<file path="src/rtl/intc_pkg.sv">
package intc_pkg;
  localparam int unsigned REG_AW = 4;
  localparam logic [REG_AW-1:0] A_IRQ_STAT = 4'd0;
  localparam logic [REG_AW-1:0] A_IRQ_RAW  = 4'd1;
  localparam logic [REG_AW-1:0] A_IRQ_EN   = 4'd2;
  localparam logic [REG_AW-1:0] A_IRQ_CLR  = 4'd3;
  localparam logic [REG_AW-1:0] A_SW_SET   = 4'd4;
  localparam logic [REG_AW-1:0] A_SW_CLR   = 4'd5;
  localparam logic [REG_AW-1:0] A_FIQ_STAT = 4'd8;
  localparam logic [REG_AW-1:0] A_FIQ_RAW  = 4'd9;
  localparam logic [REG_AW-1:0] A_FIQ_EN   = 4'd10;
  localparam logic [REG_AW-1:0] A_FIQ_CLR  = 4'd11;
  localparam int unsigned NUM_PATH = 2;   // 0: normal, 1: fast
endpackage

</file>
<file path="src/rtl/intc_mask.sv">
module intc_mask #(
  parameter int unsigned N = 32
) (
  input  logic         clk_i,
  input  logic         rst_ni,
  input  logic         set_i,
  input  logic         clr_i,
  input  logic [N-1:0] bits_i,
  output logic [N-1:0] mask_o
);
  logic [N-1:0] mask_q;

  always_ff @(posedge clk_i or negedge rst_ni) begin
    if (!rst_ni)    mask_q <= '0;
    else if (set_i) mask_q <= mask_q | bits_i;
    else if (clr_i) mask_q <= mask_q & ~bits_i;
  end

  assign mask_o = mask_q;
endmodule

</file>
<file path="src/rtl/intc_level.sv">
module intc_level #(
  parameter int unsigned N = 32
) (
  input  logic         clk_i,
  input  logic         rst_ni,
  input  logic [N-1:0] src_i,
  input  logic         sw_set_i,
  input  logic         sw_clr_i,
  output logic [N-1:0] level_o,
  output logic         sw_o
);
  logic [N-1:0] hw_q;
  logic         sw_q;

  always_ff @(posedge clk_i or negedge rst_ni) begin
    if (!rst_ni) begin
      hw_q <= '0;
      sw_q <= 1'b0;
    end else begin
      hw_q <= src_i;
      if (sw_set_i)      sw_q <= 1'b1;
      else if (sw_clr_i) sw_q <= 1'b0;
    end
  end

  // line 0 shared by hardware and software
  always_comb begin
    level_o    = hw_q;
    level_o[0] = hw_q[0] | sw_q;
  end

  assign sw_o = sw_q;
endmodule

</file>
<file path="src/rtl/intc_regif.sv">
module intc_regif
  import intc_pkg::*;
#(
  parameter int unsigned N  = 32,
  parameter int unsigned DW = 32
) (
  input  logic              clk_i,
  input  logic              rst_ni,
  input  logic              wr_en_i,
  input  logic              rd_en_i,
  input  logic [REG_AW-1:0] addr_i,
  input  logic [DW-1:0]     wdata_i,
  input  logic [N-1:0]      level_i,
  input  logic [N-1:0]      irq_mask_i,
  input  logic [N-1:0]      fiq_mask_i,
  input  logic              sw_i,
  output logic              irq_set_o,
  output logic              irq_clr_o,
  output logic              fiq_set_o,
  output logic              fiq_clr_o,
  output logic              sw_set_o,
  output logic              sw_clr_o,
  output logic [DW-1:0]     rdata_o,
  output logic              err_o
);
  logic          rd_act;
  logic          rd_ok, wr_ok;
  logic [N-1:0]  rd_bits;
  logic [DW-1:0] rd_val;
  logic [DW-1:0] rdata_q;
  logic          err_q;

  assign rd_act = rd_en_i & ~wr_en_i;

  always_comb begin
    rd_ok   = 1'b1;
    rd_bits = '0;
    case (addr_i)
      A_IRQ_STAT: rd_bits = level_i & irq_mask_i;
      A_IRQ_RAW:  rd_bits = level_i;
      A_IRQ_EN:   rd_bits = irq_mask_i;
      A_SW_SET:   rd_bits[0] = sw_i;
      A_FIQ_STAT: rd_bits = level_i & fiq_mask_i;
      A_FIQ_RAW:  rd_bits = level_i;
      A_FIQ_EN:   rd_bits = fiq_mask_i;
      default:    rd_ok = 1'b0;
    endcase
    rd_val         = '0;
    rd_val[N-1:0]  = rd_bits;
  end

  always_comb begin
    wr_ok     = 1'b1;
    irq_set_o = 1'b0;
    irq_clr_o = 1'b0;
    fiq_set_o = 1'b0;
    fiq_clr_o = 1'b0;
    sw_set_o  = 1'b0;
    sw_clr_o  = 1'b0;
    case (addr_i)
      A_IRQ_EN:  irq_set_o = wr_en_i;
      A_IRQ_CLR: irq_clr_o = wr_en_i;
      A_FIQ_EN:  fiq_set_o = wr_en_i;
      A_FIQ_CLR: fiq_clr_o = wr_en_i;
      A_SW_SET:  sw_set_o  = wr_en_i & wdata_i[0];
      A_SW_CLR:  sw_clr_o  = wr_en_i & wdata_i[0];
      default:   wr_ok = 1'b0;
    endcase
  end

  always_ff @(posedge clk_i or negedge rst_ni) begin
    if (!rst_ni) begin
      rdata_q <= '0;
      err_q   <= 1'b0;
    end else begin
      err_q <= (wr_en_i & ~wr_ok) | (rd_act & ~rd_ok);
      if (rd_act) rdata_q <= rd_ok ? rd_val : '0;
    end
  end

  assign rdata_o = rdata_q;
  assign err_o   = err_q;
endmodule

</file>
<file path="src/rtl/intc_dual.sv">
module intc_dual
  import intc_pkg::*;
#(
  parameter int unsigned N_SRC  = 32,
  parameter int unsigned DATA_W = 32
) (
  input  logic              clk_i,
  input  logic              rst_ni,
  input  logic [N_SRC-1:0]  src_i,
  input  logic              wr_en_i,
  input  logic              rd_en_i,
  input  logic [3:0]        addr_i,
  input  logic [DATA_W-1:0] wdata_i,
  output logic [DATA_W-1:0] rdata_o,
  output logic              err_o,
  output logic              irq_o,
  output logic              fiq_o
);
  logic [N_SRC-1:0] level_w;
  logic             sw_w;
  logic [N_SRC-1:0] irq_mask_w, fiq_mask_w;
  logic             irq_set, irq_clr, fiq_set, fiq_clr, sw_set, sw_clr;
  logic [NUM_PATH-1:0]            set_v, clr_v, req_v;
  logic [NUM_PATH-1:0][N_SRC-1:0] mask_v;

  intc_level #(.N(N_SRC)) u_level (
    .clk_i, .rst_ni, .src_i,
    .sw_set_i (sw_set),
    .sw_clr_i (sw_clr),
    .level_o  (level_w),
    .sw_o     (sw_w)
  );

  assign set_v = {fiq_set, irq_set};
  assign clr_v = {fiq_clr, irq_clr};

  for (genvar p = 0; p < NUM_PATH; p++) begin : g_path
    intc_mask #(.N(N_SRC)) u_mask (
      .clk_i, .rst_ni,
      .set_i  (set_v[p]),
      .clr_i  (clr_v[p]),
      .bits_i (wdata_i[N_SRC-1:0]),
      .mask_o (mask_v[p])
    );
    assign req_v[p] = |(level_w & mask_v[p]);
  end

  assign irq_mask_w = mask_v[0];
  assign fiq_mask_w = mask_v[1];
  assign irq_o      = req_v[0];
  assign fiq_o      = req_v[1];

  intc_regif #(.N(N_SRC), .DW(DATA_W)) u_regif (
    .clk_i, .rst_ni, .wr_en_i, .rd_en_i, .addr_i, .wdata_i,
    .level_i    (level_w),
    .irq_mask_i (irq_mask_w),
    .fiq_mask_i (fiq_mask_w),
    .sw_i       (sw_w),
    .irq_set_o  (irq_set),
    .irq_clr_o  (irq_clr),
    .fiq_set_o  (fiq_set),
    .fiq_clr_o  (fiq_clr),
    .sw_set_o   (sw_set),
    .sw_clr_o   (sw_clr),
    .rdata_o, .err_o
  );
endmodule

</file>
<file path="config.mk">
export PLATFORM = sky130hd
export DESIGN_NAME = intc_dual
export DESIGN_NICKNAME = d
export VERILOG_FILES = /design/src/rtl/intc_pkg.sv /design/src/rtl/intc_mask.sv /design/src/rtl/intc_level.sv /design/src/rtl/intc_regif.sv /design/src/rtl/intc_dual.sv
export SDC_FILE = /design/constraint.sdc
export NUM_CORES = 1
export LEC_CHECK = 0
export ABC_AREA = 1
export CORE_ASPECT_RATIO = 0.5
export CORE_UTILIZATION = 50
export CTS_CLUSTER_SIZE = 14
export DETAILED_ROUTE_END_ITERATION = 10
export GPL_ROUTABILITY_DRIVEN = 0
export HOLD_SLACK_MARGIN = 0.12
export PLACE_DENSITY = 0.8
export SLEW_MARGIN = 15
export SYNTH_ARGS = -nofsm -noshare
export SYNTH_HDL_FRONTEND = slang
export SYNTH_SLANG_ARGS = --single-unit
</file>
<file path="constraint.sdc">
create_clock -name clk_i -period 3.2 [get_ports clk_i]
set_input_delay 0.64 -clock clk_i [delete_from_list [all_inputs] [get_ports clk_i]]
set_output_delay 0.64 -clock clk_i [all_outputs]
set_load 0.02 [all_outputs]
</file>
# Word level (Yosys, flattened, before mapping)
# Index checks and enable logic that the tools add are counted.
# totals
mem_bits_ro	0
word_cells	57
regBits	130
mem_count	0
ram_bits	0
latch_bits	0
out_inout_bits	35
in_bits	72
# classes
bitwise_logic	16
n_mux	17
n_reduce_logical	9
add_sub_neg	0
eq_ne	9
div_mod_pow	0
multipliers	0
n_shift	0
magnitude_cmp	0
# ops
cell	count
32-bit two-way mux	5
31-bit one-hot mux with 5 select lines	1
32-bit bitwise AND	4
32-bit OR	2
32-bit OR reduction	2
32-bit NOT	1
4-bit equality test, second input constant	4
1-bit two-way mux	10
4-bit by 2-bit equality test with 1-bit output, second input constant	2
4-bit by 3-bit equality test with 1-bit output, second input constant	2
7-bit OR reduction	1
1-bit one-hot mux with 6 select lines	1
2-bit nonzero test	3
6-bit OR reduction	1
1-bit bitwise AND	4
4-bit by 1-bit equality test with 1-bit output, second input constant	1
4-bit logical NOT	1
1-bit NOT	3
1-bit OR	2
2-bit OR reduction	1

# Longest topological paths before layout
# Gate-level depths: netlist (run 1).
# logic_depth
depth_word	6
ltp_mapped	10
ltp_nobuf	9

# Modules after synthesis
# From an unflattened synthesis (run 1), not the netlist that was laid out.
# hier_totals
hier_cells	1075
hier_area_um2	7339.5
# modules_own_cells
module	area_each_um2	cells_each	seq_area_each_um2	instances
intc_regif	3111.7	548	825.8	1
intc_mask	1337.5	166	800.8	2
intc_level	1079.8	69	825.8	1
intc_dual	473.0	126	0.0	1

# Least setup slack after synthesis (run 1)
# No wires, ideal clock.
# synth_path
path_kind	register to output
start	register u_level.sw_q (netlist: u_level.sw_o)
end	output irq_o
path_stages_with_launch	7
arrival_ns	1.012
t_required_ns	2.560
n_path_buf	0
path_slack_ns	1.548
path_cell_list	dfrtp_1 > nor2_1 > nor2_1 > nor3_1 > nand2_1 > nor2_1 > nand3_1
# synth_between
elab_chain_cells	3
# synth_rtl
element	line	text
start, declared	intc_level.sv:13	logic sw_q;
start signal, assigned	intc_level.sv:18	sw_q <= 1'b0;
start signal, assigned	intc_level.sv:21	if (sw_set_i) sw_q <= 1'b1;
start signal, assigned	intc_level.sv:22	else if (sw_clr_i) sw_q <= 1'b0;
1-bit OR	intc_level.sv:29	level_o[0] = hw_q[0] | sw_q;
32-bit bitwise AND	intc_dual.sv:45	assign req_v[p] = |(level_w & mask_v[p]);
32-bit OR reduction	intc_dual.sv:45	
end, declared	intc_dual.sv:16	output logic irq_o,
# Every way passes these cells.

# Worst setup path after layout (run 1)
# layout_path
start	register u_level.hw_q[3]
end	output fiq_o
# layout_between
elab_chain_cells	2
# layout_rtl
element	line	text
start, declared	intc_level.sv:12	logic [N-1:0] hw_q;
start signal, assigned	intc_level.sv:20	hw_q <= src_i;
32-bit bitwise AND	intc_dual.sv:45	
32-bit OR reduction	intc_dual.sv:45	
end, declared	intc_dual.sv:17	output logic fiq_o
# Every way passes these cells.

==> results of run 1 <==
final cells by class:
class | count | area (um^2)
clock buffers | 21 | 450
clock inverters | 10 | 159
fillers | 953 | 3890
inverters | 79 | 297
multi-input cells | 594 | 2710
flip-flops and latches | 130 | 3250
well taps | 165 | 206
repair buffers | 124 | 1220
Yosys cell counts (6+ instances only):
cell and n:
buf_2 16, clkbuf_1 24, dfrtp_1 130, inv_1 77, nand2_1 262, nand3_1 135, nand3b_1 15, nand4_1 9
nor2_1 14, nor3_1 6, o21ai_0 81, o21ai_1 63
stage by stage:
| stage | util, % | setup WS [ns] | std cells | instance area, um^2 |
|---|---|---|---|---|
| 6_report | 68.1 | 0.300 | 1123 | 8300 |
| 5_1_grt | 68.1 | 0.276 | 1123 | 8300 |
| 4_1_cts | 68.1 | 0.370 | 1123 | 8300 |
| 3_5_place_dp | 63.1 | 0.514 | 1092 | 7690 |
| 3_3_place_gp | 63.1 | 0.587 | 1092 | 7690 |
| 2_1_floorplan | - | 1.55 | 848 | 6450 |
power by group:
group	switching (mW)	leakage, nW	internal (mW)
sequential	0.115	1.68	1.79
combinational	0.379	2.11	0.266
clock	0.734	0.293	1.32
worst max-delay path, cell delays in order (launching register included):
cell and delay [ns]:
dfrtp_1 0.42, nand2_1 0.11, nand3_1 0.09, nor3_1 0.44, nand3_1 0.20, clkdlybuf4s50_1 0.58
worst max path at each step:
stage,from,to,slack [ns],cells after the start
after floorplan,u_level.sw_o,irq_o,1.55,6
after global placement,addr_i[3],register,0.59,7
after detailed placement,addr_i[2],u_regif.rdata_o[14],0.51,9
after CTS,u_level.hw_q[0],irq_o,0.37,7
after global routing,u_level.sw_o,irq_o,0.28,7
final,u_level.hw_q[3],fiq_o,0.30,5
per-layer routing:
| layer | global-route usage, % | up-vias |
|---|---|---|
| met2 | 50.0 | 402 |
| met3 | 5.54 | 42 |
| li1 | - | 2977 |
| met1 | 39.0 | 3077 |
| met4 | 13.1 | 0 |
| met5 | 0 | - |
cells by family after synthesis:
family,Yosys count
and+or+nand+nor,447
AOI/OAI and AO/OA,147
DFF,130
buffers and inverters,124
==> metrics.csv, run 1 <==
metric,value,unit
std_cell_rows,28,
synth_top_cell_area_share,50.5,%
total_power,4.60,mW
synth_area,6450,um^2
die_w,163,um
top_layer,met4,
ctsResizeCount,0,
synthMuxAreaShare,0,%
postCtsSetupRepairBufs,0,
drtIter0Drc,852,
drc,0,
core,12200,um^2
tns,0,ns
cts_tree,yes,
max-slew-margin-rel,54.6,%
worstMarginPinSlew,0.679,ns
synth_fa_ha_area_share,0,%
initial_core_util,52.9,%
portBuffers,106,
grt_pass1_vias,6202,
grt_max_degree,65,
final_common_cell,nand2_1,
vias,6498,
cts_sinks,130,
p_leak,4.09,nW
worst_setup_path_end_kind,output pin,
ys_top_cells_by_area,"dfrtp_1, nand2_1, nand3_1, o21ai_0, o21ai_1",
status,completed,
grt_overflow,0,
grt_antenna_before_repair,0,
dieArea,13400,um^2
grt_first_pass_wirelength,30600,um
m1WireLength,7910,um
hold_violations,0,
ctsLongestPathBuffers,2,
drv_slew,0,
ir_worst_vdd,0.000321,V
maxCapViolCount,0,
synth_simple_gate_area_share,30.4,%
nets,1018,
num_antenna_cells,0,
synth_top_flop_cell,dfrtp_1,
dr.pass1.iters,5,
route.met3.wl,1830,um
syn_nets,920,
die_height,82.3,um
hpwl,11700,um
reg2reg_slack,2.07,ns
ys_warn_count,0,
rsz0062_at_grt,no,
wire_per_inst,17.1,um
synthArstFlopShare,100,%
r2r_start,u_level.sw_o,
syn_inst,848,
clock_latency,0.42,ns
cts_root_buffer,clkbuf_16,
yosysTopAreaCell,dfrtp_1,
cp_data_arrival_time,2.26,ns
worstReg2RegEnd,u_regif.rdata_o[0],
synth-edff-count,0,
ys_ff_latch,130,
cts_buffers,17,
required,2.56,ns
synth_top_family_by_area,simple AND/OR/NAND/NOR gates,
report.final.setup_viol,0,
period_share,90.6,%
drive_gt1_share,5.85,%
start_kind,register,
layout_common_cells,"nand2_1, nand3_1, dfrtp_1, clkdlybuf4s50_1, o21ai_0",
holdWs,0.255,ns
rr_worst_depth,8,
min_path_type,in2async,
fin_crit,2.90,ns
cellPowerDensity,555,nW/um^2
htreeDepth,4,
synth_cell_types,20,
finClkSkew,0.00827,ns
synth-compound-area-share,11.4,%
track_usage,29.9,%
ioPinCount,107,
ant_nets,0,
path_class,reg2out,
clk_pin_slew,0.06,ns
drt_wl_total,19200,um
synth_xor_area_share,0,%
cp_max_fo,3,
via_per_inst,5.79,
syn_area_per_cell,7.60,um^2
fmax,0.345,GHz
route.met2.wl,9130,um
area_delta_synth_final,28.7,%
synth_seq_area_share,50.5,%
cts_hold_buf,0,
(Power assumes the default switching activity.)
==> run 2, diff against run 1 <==
CTS_BUF_LIST = sky130_fd_sc_hd__clkbuf_8   (was not set)
==> run 2 against run 1 <==
Via count is 1.1% lower. Global-route usage down 0.94 points. Utilization down 1.6 points. Non-clock buffer count unchanged. Sequential power about the same. Register-to-register slack is essentially flat. Clock-buffer cell count down 3. Sequential cell count unchanged. Worst setup slack better by 0.021 ns.
==> metrics.csv, run 2 (synthesis results as in run 1) <==
metric,value,unit,change
maxCapViolCount,0,,unchanged
grt_pass1_vias,6094,,was 6202
dieArea,13400,um^2,unchanged
layout_common_cells,"nand2_1, nand3_1, dfrtp_1, clkdlybuf4s50_1, o21ai_0",,unchanged
cts_sinks,130,,unchanged
grt_first_pass_wirelength,29600,um,was 30600 um
min_path_type,in2async,,unchanged
ctsLongestPathBuffers,2,,unchanged
std_cell_rows,28,,unchanged
status,completed,,unchanged
start_kind,register,,unchanged
portBuffers,106,,unchanged
drt_wl_total,18600,um,was 19200 um
p_leak,4.02,nW,was 4.09 nW
cellPowerDensity,503,nW/um^2,was 555 nW/um^2
via_per_inst,5.72,,was 5.79
die_height,82.3,um,unchanged
path_class,reg2out,,unchanged
core,12200,um^2,unchanged
nets,1018,,unchanged
track_usage,29.0,%,was 29.9%
ir_worst_vdd,0.000317,V,was 0.000321 V
fin_crit,2.88,ns,was 2.90 ns
htreeDepth,4,,unchanged
hpwl,11700,um,unchanged
cts_tree,yes,,unchanged
drv_slew,0,,unchanged
dr.pass1.iters,5,,unchanged
grt_max_degree,65,,unchanged
ioPinCount,107,,unchanged
finClkSkew,0.00987,ns,was 0.00827 ns
cp_max_fo,3,,unchanged
wire_per_inst,16.6,um,was 17.1 um
drive_gt1_share,5.85,%,unchanged
rsz0062_at_grt,no,,unchanged
max-slew-margin-rel,54.8,%,was 54.6%
clk_pin_slew,0.08,ns,was 0.06 ns
cts_hold_buf,0,,unchanged
hold_violations,0,,unchanged
fmax,0.347,GHz,was 0.345 GHz
worstMarginPinSlew,0.676,ns,was 0.679 ns
holdWs,0.218,ns,was 0.255 ns
drc,0,,unchanged
ctsResizeCount,0,,unchanged
cp_data_arrival_time,2.24,ns,was 2.26 ns
report.final.setup_viol,0,,unchanged
initial_core_util,52.9,%,unchanged
vias,6427,,was 6498
num_antenna_cells,0,,unchanged
postCtsSetupRepairBufs,0,,unchanged
rr_worst_depth,8,,unchanged
final_common_cell,nand2_1,,unchanged
tns,0,ns,unchanged
die_w,163,um,unchanged
grt_overflow,0,,unchanged
drtIter0Drc,599,,was 852
clock_latency,0.45,ns,was 0.42 ns
worst_setup_path_end_kind,output pin,,unchanged
cts_root_buffer,clkbuf_8,,was clkbuf_16
cts_buffers,17,,unchanged
period_share,90.0,%,was 90.6%
grt_antenna_before_repair,0,,unchanged
area_delta_synth_final,25.7,%,was 28.7%
ant_nets,0,,unchanged
required,2.56,ns,about the same
[run 2: power breakdown]
group | internal [mW] | switching [mW] | total [mW] | leakage, nW
Combinational | 0.266 | 0.374 | 0.640 | 2.11
Sequential | 1.79 | 0.114 | 1.90 | 1.68
Clock | 0.853 | 0.677 | 1.53 | 0.218
Total | 2.91 | 1.16 | 4.07 | 4.02
[run 2: final cells by class]
type / count / area, um^2
inverters: 79 / 297
clock inverters: 13 / 170
multi-input cells: 594 / 2710
flip-flops and latches: 130 / 3250
repair buffers: 124 / 1220
well taps: 165 / 206
fillers: 981 / 4090
clock buffers: 18 / 248
[run 2: final timing paths]
path	from	end	slack, ns
worst max-delay path	u_level.sw_o	irq_o	0.32
worst min-delay path	rst_ni	asynchronous set/reset pin	0.22
worst max register to register	u_level.sw_o	u_regif.rdata_o[0]	2.08
worst min register to register	u_regif.rdata_o[2]	u_regif.rdata_o[2]	0.48
max in group asynchronous	rst_ni	asynchronous set/reset pin	2.20
min in group clk_i	u_regif.rdata_o[2]	u_regif.rdata_o[2]	0.48
[run 2: per-layer routing]
| layer | vias up | routed length, um | GRT usage, % |
|---|---|---|---|
| met5 | - | 0 | 0 |
| li1 | 2975 | - | - |
| met2 | 359 | 8690 | 47.1 |
| met3 | 68 | 1720 | 6.09 |
| met1 | 3025 | 7690 | 37.7 |
| met4 | 0 | 523 | 14.4 |
[run 2: metrics by stage]
step | setup slack (ns) | std cells | utilization (%) | area (um^2) | total power, mW
6_report | 0.321 | 1123 | 66.5 | 8110 | 4.07
3_3_place_gp | 0.587 | 1092 | 63.1 | 7690 | 2.54
4_1_cts | 0.322 | 1123 | 66.5 | 8110 | 4.08
3_5_place_dp | 0.514 | 1092 | 63.1 | 7690 | 2.56
5_1_grt | 0.208 | 1123 | 66.5 | 8110 | 4.24
2_1_floorplan | 1.55 | 848 | - | 6450 | 2.24
[run 2: critical path: stages (launching register included)]
cell	delay, ns
dfrtp_1	0.41
nor2_1	0.18
nor2_1	0.08
nor3_1	0.23
nand2_1	0.12
nor2_1	0.11
nand3_1	0.10
clkdlybuf4s50_1	0.57
